===== config.mk =====
export PLATFORM = sky130hd
export DESIGN_NAME = meter_spi_port
export DESIGN_NICKNAME = d
export VERILOG_FILES = /design/src/rtl/meter_spi_pkg.sv /design/src/rtl/meter_spi_sync.sv /design/src/rtl/meter_spi_ctrl.sv /design/src/rtl/meter_spi_regs.sv /design/src/rtl/meter_spi_port.sv
export SDC_FILE = /design/constraint.sdc
export NUM_CORES = 2
export LEC_CHECK = 0
export BUFFER_PORTS_ARGS = -buffer_cell sky130_fd_sc_hd__buf_2
export CORE_MARGIN = 4
export CORE_UTILIZATION = 24
export CTS_BUF_LIST = sky130_fd_sc_hd__clkbuf_4 sky130_fd_sc_hd__clkbuf_8
export CTS_CLUSTER_DIAMETER = 120
export DETAILED_ROUTE_END_ITERATION = 10
export MAX_ROUTING_LAYER = met4
export PLACE_DENSITY = 0.39
export SYNTH_ARGS = -nofsm -noshare
export SYNTH_HDL_FRONTEND = slang
export SYNTH_SLANG_ARGS = --single-unit

===== constraint.sdc =====
create_clock -name clk -period 7.31 [get_ports clk]
set_input_delay 0.3655 -clock clk [delete_from_list [all_inputs] [get_ports clk]]
set_output_delay 0.3655 -clock clk [all_outputs]
set_load 0.02 [all_outputs]

===== src/rtl/meter_spi_pkg.sv =====
package meter_spi_pkg;

  localparam int ADDR_W = 6;
  localparam int DATA_W = 24;
  localparam logic [ADDR_W-1:0] GAIN_ADDR = 6'h18;
  localparam logic [7:0] GAIN_KEEP = 8'hEB;

  typedef enum logic [1:0] {
    PH_CMD  = 2'd0,
    PH_DATA = 2'd1,
    PH_DONE = 2'd2
  } phase_t;

  // byte count of a register, 1..3
  function automatic logic [1:0] reg_len(input logic [ADDR_W-1:0] a);
    if (a == GAIN_ADDR) return 2'd1;
    else if (a[0])      return 2'd3;
    else                return 2'd2;
  endfunction

endpackage


===== src/rtl/meter_spi_sync.sv =====
module meter_spi_sync #(
  parameter int W = 3,
  parameter int STAGES = 2,
  parameter logic [W-1:0] RST_VAL = '1
) (
  input  logic         clk,
  input  logic         rst_n,
  input  logic [W-1:0] d,
  output logic [W-1:0] q
);
  logic [W-1:0] stg [STAGES];

  for (genvar s = 0; s < STAGES; s++) begin : g_stage
    if (s == 0) begin : g_first
      always_ff @(posedge clk or negedge rst_n) begin
        if (!rst_n) stg[s] <= RST_VAL;
        else        stg[s] <= d;
      end
    end else begin : g_next
      always_ff @(posedge clk or negedge rst_n) begin
        if (!rst_n) stg[s] <= RST_VAL;
        else        stg[s] <= stg[s-1];
      end
    end
  end

  assign q = stg[STAGES-1];
endmodule


===== src/rtl/meter_spi_ctrl.sv =====
module meter_spi_ctrl
  import meter_spi_pkg::*;
(
  input  logic              clk,
  input  logic              rst_n,
  input  logic              cs_act,
  input  logic              sclk_rise,
  input  logic              sclk_fall,
  input  logic              din_s,
  input  logic [DATA_W-1:0] rd_data,
  output logic [ADDR_W-1:0] rd_addr,
  output logic              wr_en,
  output logic [ADDR_W-1:0] wr_addr,
  output logic [DATA_W-1:0] wr_data,
  output logic [1:0]        wr_len,
  output logic              dout,
  output logic              dout_oe
);
  phase_t              phase_q, phase_d;
  logic [2:0]          bit_q, bit_d;
  logic [1:0]          byte_q, byte_d;
  logic [1:0]          len_q, len_d;
  logic [ADDR_W-1:0]   addr_q, addr_d;
  logic                is_wr_q, is_wr_d;
  logic [7:0]          shin_q, shin_d;
  logic [DATA_W-1:0]   wacc_q, wacc_d;
  logic [DATA_W-1:0]   osh_q, osh_d;
  logic                dout_q, dout_d;
  logic                oe_q, oe_d;
  logic [7:0]          byte_nxt;
  logic [DATA_W-1:0]   rd_aligned;
  logic [1:0]          cmd_len;

  assign byte_nxt = {shin_q[6:0], din_s};
  assign rd_addr  = byte_nxt[ADDR_W-1:0];
  assign cmd_len  = reg_len(byte_nxt[ADDR_W-1:0]);

  // move the register value so its first byte sits at the top
  always_comb begin
    case (cmd_len)
      2'd1:    rd_aligned = rd_data << 16;
      2'd2:    rd_aligned = rd_data << 8;
      default: rd_aligned = rd_data;
    endcase
  end

  always_comb begin
    phase_d = phase_q;
    bit_d   = bit_q;
    byte_d  = byte_q;
    len_d   = len_q;
    addr_d  = addr_q;
    is_wr_d = is_wr_q;
    shin_d  = shin_q;
    wacc_d  = wacc_q;
    osh_d   = osh_q;
    dout_d  = dout_q;
    oe_d    = oe_q;
    wr_en   = 1'b0;
    if (!cs_act) begin
      phase_d = PH_CMD;
      bit_d   = '0;
      byte_d  = '0;
      shin_d  = '0;
      wacc_d  = '0;
      dout_d  = 1'b0;
      oe_d    = 1'b0;
    end else begin
      if (sclk_fall && phase_q != PH_DONE) begin
        shin_d = byte_nxt;
        bit_d  = bit_q + 3'd1;
        if (bit_q == 3'd7) begin
          if (phase_q == PH_CMD) begin
            addr_d  = byte_nxt[ADDR_W-1:0];
            is_wr_d = byte_nxt[7];
            len_d   = cmd_len;
            byte_d  = '0;
            if (byte_nxt[6]) begin
              phase_d = PH_DONE;
            end else begin
              phase_d = PH_DATA;
              if (!byte_nxt[7]) begin
                oe_d  = 1'b1;
                osh_d = rd_aligned;
              end
            end
          end else begin
            wacc_d = {wacc_q[DATA_W-9:0], byte_nxt};
            byte_d = byte_q + 2'd1;
            if (byte_q == len_q - 2'd1) begin
              phase_d = PH_DONE;
              wr_en   = is_wr_q;
            end
          end
        end
      end
      if (sclk_rise && phase_q == PH_DATA && !is_wr_q) begin
        dout_d = osh_q[DATA_W-1];
        osh_d  = {osh_q[DATA_W-2:0], 1'b0};
      end
    end
  end

  always_ff @(posedge clk or negedge rst_n) begin
    if (!rst_n) begin
      phase_q <= PH_CMD;
      bit_q   <= '0;
      byte_q  <= '0;
      len_q   <= '0;
      addr_q  <= '0;
      is_wr_q <= 1'b0;
      shin_q  <= '0;
      wacc_q  <= '0;
      osh_q   <= '0;
      dout_q  <= 1'b0;
      oe_q    <= 1'b0;
    end else begin
      phase_q <= phase_d;
      bit_q   <= bit_d;
      byte_q  <= byte_d;
      len_q   <= len_d;
      addr_q  <= addr_d;
      is_wr_q <= is_wr_d;
      shin_q  <= shin_d;
      wacc_q  <= wacc_d;
      osh_q   <= osh_d;
      dout_q  <= dout_d;
      oe_q    <= oe_d;
    end
  end

  assign wr_addr = addr_q;
  assign wr_data = {wacc_q[DATA_W-9:0], byte_nxt};
  assign wr_len  = len_q;
  assign dout    = dout_q;
  assign dout_oe = oe_q;
endmodule


===== src/rtl/meter_spi_regs.sv =====
module meter_spi_regs
  import meter_spi_pkg::*;
#(
  parameter int NREG = 32
) (
  input  logic              clk,
  input  logic              rst_n,
  input  logic              wr_en,
  input  logic [ADDR_W-1:0] wr_addr,
  input  logic [DATA_W-1:0] wr_data,
  input  logic [1:0]        wr_len,
  input  logic [ADDR_W-1:0] rd_addr,
  output logic [DATA_W-1:0] rd_data,
  output logic [7:0]        gain
);
  localparam int IDX_W = (NREG > 1) ? $clog2(NREG) : 1;

  logic [DATA_W-1:0] mem [NREG];
  logic [NREG-1:0]   we;
  logic [DATA_W-1:0] wval;
  logic [DATA_W-1:0] len_mask;

  always_comb begin
    case (wr_len)
      2'd1:    len_mask = 24'h0000FF;
      2'd2:    len_mask = 24'h00FFFF;
      default: len_mask = 24'hFFFFFF;
    endcase
    wval = wr_data & len_mask;
    if (wr_addr == GAIN_ADDR) wval = wval & {16'h0, GAIN_KEEP};
  end

  for (genvar i = 0; i < NREG; i++) begin : g_row
    assign we[i] = wr_en && (int'(wr_addr) == i);
    always_ff @(posedge clk or negedge rst_n) begin
      if (!rst_n)     mem[i] <= '0;
      else if (we[i]) mem[i] <= wval;
    end
  end

  always_comb begin
    if (int'(rd_addr) < NREG) rd_data = mem[rd_addr[IDX_W-1:0]];
    else                      rd_data = '0;
  end

  assign gain = mem[GAIN_ADDR[IDX_W-1:0]][7:0];
endmodule


===== src/rtl/meter_spi_port.sv =====
module meter_spi_port
  import meter_spi_pkg::*;
#(
  parameter int NREG = 32,
  parameter int SYNC_STAGES = 2
) (
  input  logic       clk,
  input  logic       rst_n,
  input  logic       sclk_i,
  input  logic       cs_n_i,
  input  logic       din_i,
  output logic       dout_o,
  output logic       dout_oe_o,
  output logic [1:0] gain_cur_o,
  output logic [1:0] gain_volt_o,
  output logic       noload_o,
  output logic       abssum_o
);
  logic [2:0]        pins_s;
  logic              sclk_s, cs_n_s, din_s;
  logic              sclk_q;
  logic              sclk_rise, sclk_fall;
  logic [ADDR_W-1:0] rd_addr, wr_addr;
  logic [DATA_W-1:0] rd_data, wr_data;
  logic [1:0]        wr_len;
  logic              wr_en;
  logic [7:0]        gain;

  meter_spi_sync #(.W(3), .STAGES(SYNC_STAGES), .RST_VAL(3'b111)) u_sync (
    .clk(clk), .rst_n(rst_n), .d({sclk_i, cs_n_i, din_i}), .q(pins_s)
  );
  assign {sclk_s, cs_n_s, din_s} = pins_s;

  always_ff @(posedge clk or negedge rst_n) begin
    if (!rst_n) sclk_q <= 1'b1;
    else        sclk_q <= sclk_s;
  end

  assign sclk_rise = sclk_s & ~sclk_q;
  assign sclk_fall = ~sclk_s & sclk_q;

  meter_spi_ctrl u_ctrl (
    .clk(clk), .rst_n(rst_n), .cs_act(~cs_n_s), .sclk_rise(sclk_rise),
    .sclk_fall(sclk_fall), .din_s(din_s), .rd_data(rd_data), .rd_addr(rd_addr),
    .wr_en(wr_en), .wr_addr(wr_addr), .wr_data(wr_data), .wr_len(wr_len),
    .dout(dout_o), .dout_oe(dout_oe_o)
  );

  meter_spi_regs #(.NREG(NREG)) u_regs (
    .clk(clk), .rst_n(rst_n), .wr_en(wr_en), .wr_addr(wr_addr),
    .wr_data(wr_data), .wr_len(wr_len), .rd_addr(rd_addr), .rd_data(rd_data),
    .gain(gain)
  );

  assign gain_cur_o  = gain[1:0];
  assign noload_o    = gain[3];
  assign gain_volt_o = gain[6:5];
  assign abssum_o    = gain[7];
endmodule


# Word level (Yosys, flattened, before mapping)
# Cells that the tools add are included.
# word_totals
out_inout_bits,8
reg_bits,840
# op_classes
order_cmp,2
n_reduce_logical,52
n_mux,46
n_bitwise,7
eq_ne,46
add_sub_neg,3
# op_table
operator,count
$mux W24,10
$bmux W24 S5,1
$eq A6 B6 Y1 const B,16
$pmux W24 S2,2
$mux W16,4
$eq A6 B5 Y1 const B,10
$logic_and A1 B1 Y1,35
$and A24 B24 Y24,1
$eq A6 B4 Y1 const B,4
$mux W2,11
$mux W1,14
$mux W7,2
$reduce_bool A2 Y1,7
$eq A6 B3 Y1 const B,2
$ne A2 B2 Y1 const B,6
$eq A2 B1 Y1 const B,3
$eq A6 B2 Y1 const B,1
$ge A6 B6 Y1 const B,1
$logic_not A6 Y1,1
$lt A6 B6 Y1 const B,1
$mux W3,2
$not A5 Y6,1
$reduce_and A3 Y1,2
$reduce_and A6 Y1,1
14 further kinds,18

# Longest topological paths before layout
# logic_depth
ltp_word,12
mapped_depth,10

# Modules after synthesis
# From an unflattened synthesis, not the netlist that was laid out.
# hier_totals
hier_cells,3153
area_unflattened_um2,37068.1
# by_module_without_submodules
mod,area_each_um2,cells_per_inst,n_inst
meter_spi_regs,33822.4,2847,1
meter_spi_ctrl,3020.4,293,1
meter_spi_sync,180.2,9,1
meter_spi_port,45.0,4,1

# Worst setup path before layout
# No wires, ideal clock.
# synth_path
path_kind,flip-flop to flip-flop
start,register u_ctrl.len_q[0] (netlist: u_ctrl.wr_len[0])
end,register u_regs.mem[628] (netlist name)
stages_incl_launch_ff,9
path_buffers,2
arrival_ps,2632
synth_period_minus_slack_ps,2756
required_ps,7185
slack_ps,4554
cell_sequence,dfrtp_1 > ha_1 > xor2_1 > nor2_1 > nand4_4 > buf_6 > nor4_4 > buf_6 > mux2_2
# synth_between
elab_chain_cells,8
# synth_lines
item,line_no,source
start: declaration,meter_spi_ctrl.sv:22,"logic [1:0] len_q, len_d;"
start signal: assignment,meter_spi_ctrl.sv:121,len_q <= len_d;
$sub A2 B1 Y2,meter_spi_ctrl.sv:90,if (byte_q == len_q - 2'd1) begin
$eq A2 B2 Y1,meter_spi_ctrl.sv:90,
$mux W1,meter_spi_ctrl.sv:90,
$mux W1,meter_spi_ctrl.sv:73,if (phase_q == PH_CMD) begin
$mux W1,meter_spi_ctrl.sv:72,if (bit_q == 3'd7) begin
$mux W1,meter_spi_ctrl.sv:69,if (sclk_fall && phase_q != PH_DONE) begin
$mux W1,meter_spi_ctrl.sv:60,if (!cs_act) begin
$logic_and A1 B1 Y1,meter_spi_regs.sv:34,assign we[i] = wr_en && (int'(wr_addr) == i);
end signal: indexed assignment,meter_spi_regs.sv:37,else if (we[i]) mem[i] <= wval;
end: declaration,meter_spi_regs.sv:18,logic [DATA_W-1:0] mem [NREG];
# No other way between the ends.
# A chain may end at the register's enable or synchronous reset.

# Worst setup path in the final report
# layout_path
start,register u_ctrl.len_q[0] (netlist: u_ctrl.wr_len[0])
end,register u_regs.mem[304] (netlist name)
# layout_between
elab_chain_cells,8
word_cells_on_any_way,13
# layout_lines
item,line_no
$sub A2 B1 Y2,meter_spi_ctrl.sv:90
$eq A2 B2 Y1,meter_spi_ctrl.sv:90
$mux W1,meter_spi_ctrl.sv:90
$mux W1,meter_spi_ctrl.sv:73
$mux W1,meter_spi_ctrl.sv:72
$mux W1,meter_spi_ctrl.sv:69
$mux W1,meter_spi_ctrl.sv:60
$logic_and A1 B1 Y1,meter_spi_regs.sv:34
# Several ways; a longest one is shown, not always the timed one.

==> flow_summary.yaml <==
outcome:
  status: "finished, final reports clean"
power_and_ir_drop:
  p_int_mw: 7.17
  power_frac_clock_pct: 49.1
  p_leak_nw: 20.0
  irDropWorstVdd_uv: 155
  cellPowerDensity_nw_per_um2: 219
  power_switching_share_pct: 23.2
  switchingPower_mw: 2.17
  p_comb_share_pct: 2.5
  sequentialPowerShare_pct: 48.4
floorplanning:
  fp.dieArea_um2: 161000
  die_x_um: 402
  num_rows: 144
  die_y_um: 402
  ios: 13
  core_um2: 154000
  initial_core_util_pct: 24.2
sta:
  maxSlewViolCount: 0
  whs_ns: 0.191
  finalHoldViolations: 0
  slew_headroom_pct: 12.6
  clock_skew_ns: 0.0359
  period_share_pct: 53.4
  setup_slack_ns: 3.41
  tns_ns: 0
  setup_viol: 0
  fmax_ghz: 0.256
  rsz0062_at_grt: "no"
  tightest_slew_ns: 1.31
  fin_crit_ns: 3.90
clock_tree:
  cts_inserted_buffers: 153
  clk_pin_slew_worst_paths_ns: 0.06
  h-tree-depth: 4
  tritoncts: "built"
  cts_resized: 0
  clock_path_buffers: 3
  cts.sinks: 812
  root_buffer: "clkbuf_8"
  clk_latency_ns: 0.84
worst_setup_path:
  crit_required_ns: 8.00
  cp-start-kind: "flop"
  critPathMaxStageDelay_ns: 1.01
  crit_path_end_kind: "flop"
  worstPathMaxFanout: 24
  crit_type: "flop to flop"
  crit_chain: "ha_1, xor2_1, nand4bb_1, nor4bb_1, nand3_2, mux2_2"
  path_buf_inv: 0
  crit_family: "simple AND/OR/NAND/NOR gates"
  slowest_stage: "nand3_2"
  arrival_ns: 4.59
detailed_routing:
  vias: 21399
  drt_wl_total_um: 111000
  drt_first_pass_iters: 4
  drt_iter0_markers: 1013
  avgRoutedWirePerCell_um: 24.1
  drcViolationCount: 0
  antenna_left: 0
  vias_per_cell: 4.64
synth:
  yosys_register_bits: 812
  ys_seq_area_share_pct: 54.6
  syn_avg_cell_area_um2: 15.1
  ys_types: 56
  syn-cell-area_um2: 37200
  ys_warn_count: 0
  syn_inst: 2463
  synth_nets: 2471
  ys.flop_type: "dfrtp_1"
  synth_edf_count: 0
  async_reset_ff_share_pct: 100
placement:
  hpwlAfterDp_um: 65700
  placed_cells: 4337
  port_buffers: 12
  gp_congestion: 0.777
  pre_cts_ws_ns: 3.37
final_layout:
  fillers: 15498
  syn2layout_area_growth_pct: 14.4
  drive_above_1_share_pct: 44.2
  fin_cells: 4611
  fin_nets: 2460
grt:
  antenna_found_initial: 3
  grt_max_degree: 161
  grt.total_usage_pct: 14.2
  grt_first_pass_wirelength_um: 166000
  grt_pass1_vias: 23809
  grt_overflow_total: 0
flow_run:
  cap_violations: 0
min_path:
  hold_class: "primary input to asynchronous set/reset pin"
==> power by group through the flow <==
stage | combinational [mW] | clock [mW] | sequential (mW)
final | 0.233 | 4.59 | 4.52
after global routing | 0.262 | 4.97 | 4.52
after CTS | 0.246 | 4.79 | 4.52
after detailed placement | 0.243 | 0 | 4.60
after global placement | 0.238 | 0 | 4.60
after floorplan | 0.110 | 0 | 4.58
==> synth_stat cells (3+ instances only) <==
| cell type | count | area (µm²) |
|---|---|---|
| dfrtp_1 | 805 | 20100 |
| mux2_2 | 580 | 6530 |
| mux2_1 | 186 | 2090 |
| mux4_2 | 171 | 3850 |
| clkbuf_1 | 146 | 548 |
| mux2i_1 | 67 | 671 |
| nand2_1 | 61 | 229 |
| buf_2 | 44 | 220 |
| nor2_1 | 40 | 150 |
| a22o_1 | 32 | 280 |
| nor2b_1 | 29 | 181 |
| buf_1 | 28 | 105 |
| nand3_1 | 27 | 135 |
| buf_4 | 25 | 188 |
| a21oi_1 | 23 | 115 |
| o22ai_1 | 18 | 113 |
| a221oi_1 | 17 | 149 |
| a22oi_1 | 17 | 128 |
| o21ai_0 | 16 | 80.1 |
| and2_1 | 14 | 87.6 |
| and3_1 | 10 | 62.6 |
| a21o_1 | 8 | 60.1 |
| a31oi_1 | 8 | 50.1 |
| nor3_4 | 8 | 130 |
| nor4_4 | 8 | 170 |
| dfstp_2 | 7 | 184 |
| nand2b_1 | 7 | 43.8 |
| nand4_1 | 7 | 43.8 |
| o211ai_1 | 7 | 52.6 |
| buf_6 | 3 | 33.8 |
| ha_1 | 3 | 37.5 |
| nand3b_1 | 3 | 22.5 |
| o221ai_1 | 3 | 26.3 |
| or2_2 | 3 | 18.8 |
| or4_1 | 3 | 22.5 |
==> state kept, by name, summed over array words and instances, names as in the netlist <==
name / count
sclk_q: 1
u_ctrl.bit_q: 3
u_ctrl.byte_q: 2
u_ctrl.dout: 1
u_ctrl.dout_oe: 1
u_ctrl.is_wr_q: 1
u_ctrl.osh_q: 24
u_ctrl.phase_q: 2
u_ctrl.shin_q: 7
u_ctrl.wacc_q: 16
u_ctrl.wr_addr: 6
u_ctrl.wr_len: 2
u_regs.gain: 8
u_regs.mem: 732
u_sync.q: 3
u_sync.stg: 3
==> layout by cell type (no fill, tap or decap), drive strengths merged, types with 9 or more instances in the layout <==
master    n
buf      77
and3     10
dfrtp   805
o22ai    18
a22o     32
mux2i    67
nand2    61
mux2    766
o21ai    16
nor3      9
clkinv   19
a21oi    23
nor2     40
nand3    27
nor2b    29
clkbuf  240
a22oi    17
and2     15
mux4    171
a221oi   17
==> area by class of cell <==
type | instances | area [µm²] | area share, %
timing repair buffer | 81 | 698 | 1.64
sequential | 812 | 20300 | 47.8
tap | 2044 | 2560 | 6.01
clock buffer | 240 | 2970 | 6.98
antenna | 2 | 5.00 | 0.0118
inverter | 2 | 7.51 | 0.0176
clock inverter | 28 | 191 | 0.450
multi-input combinational | 1402 | 15800 | 37.1
==> final timing paths <==
check / start / end / slack, ns / depth (start not counted)
setup / recovery: u_ctrl.wr_len[0] / u_regs.mem[304] / 3.41 / 6
hold / removal: rst_n / u_regs.mem[288] / 0.19 / 2
setup reg to reg: u_ctrl.wr_len[0] / u_regs.mem[304] / 3.41 / 6
hold reg to reg: u_sync.stg[3] / u_sync.q[0] / 0.36 / 0
max in group asynchronous: rst_n / u_regs.mem[299] / 5.65 / 3
min in group clk: cs_n_i / u_sync.stg[4] / 0.20 / 2
==> per-stage QoR <==
stage | power [mW] | area (µm²) | util (%)
finish | 9.34 | 42600 | 27.6
global placement | 4.84 | 39400 | 25.6
CTS | 9.56 | 42600 | 27.6
floorplan | 4.69 | 37200 | -
global route | 9.76 | 42600 | 27.6
detailed placement | 4.84 | 39400 | 25.6
==> timing repair <==
| action | 4_1_cts | 5_1_grt |
|---|---|---|
| endpoints found under the hold margin | 81 | 0 |
| setup buffers | 0 | 0 |
| hold buffers | 4 | 0 |
==> routing by layer <==
metal / track usage, % / vias up / wire length, µm
met5: - / - / 0
met4: 4.58 / 0 / 2870
met3: 2.64 / 175 / 3980
met2: 22.9 / 364 / 54300
met1: 18.1 / 11754 / 50100
li1: - / 9106 / -
==> logic make-up after synthesis <==
| logic type | count (synthesis) | synth area share (%) |
|---|---|---|
| flops | 812 | 54.6 |
| xor+xnor | 3 | 0.0706 |
| buf+inv | 249 | 2.98 |
| fa+ha+maj | 3 | 0.101 |
| simple gates | 239 | 3.98 |
| mux | 1004 | 35.3 |
| compound gates | 153 | 2.92 |
(Power assumes the default switching activity.)
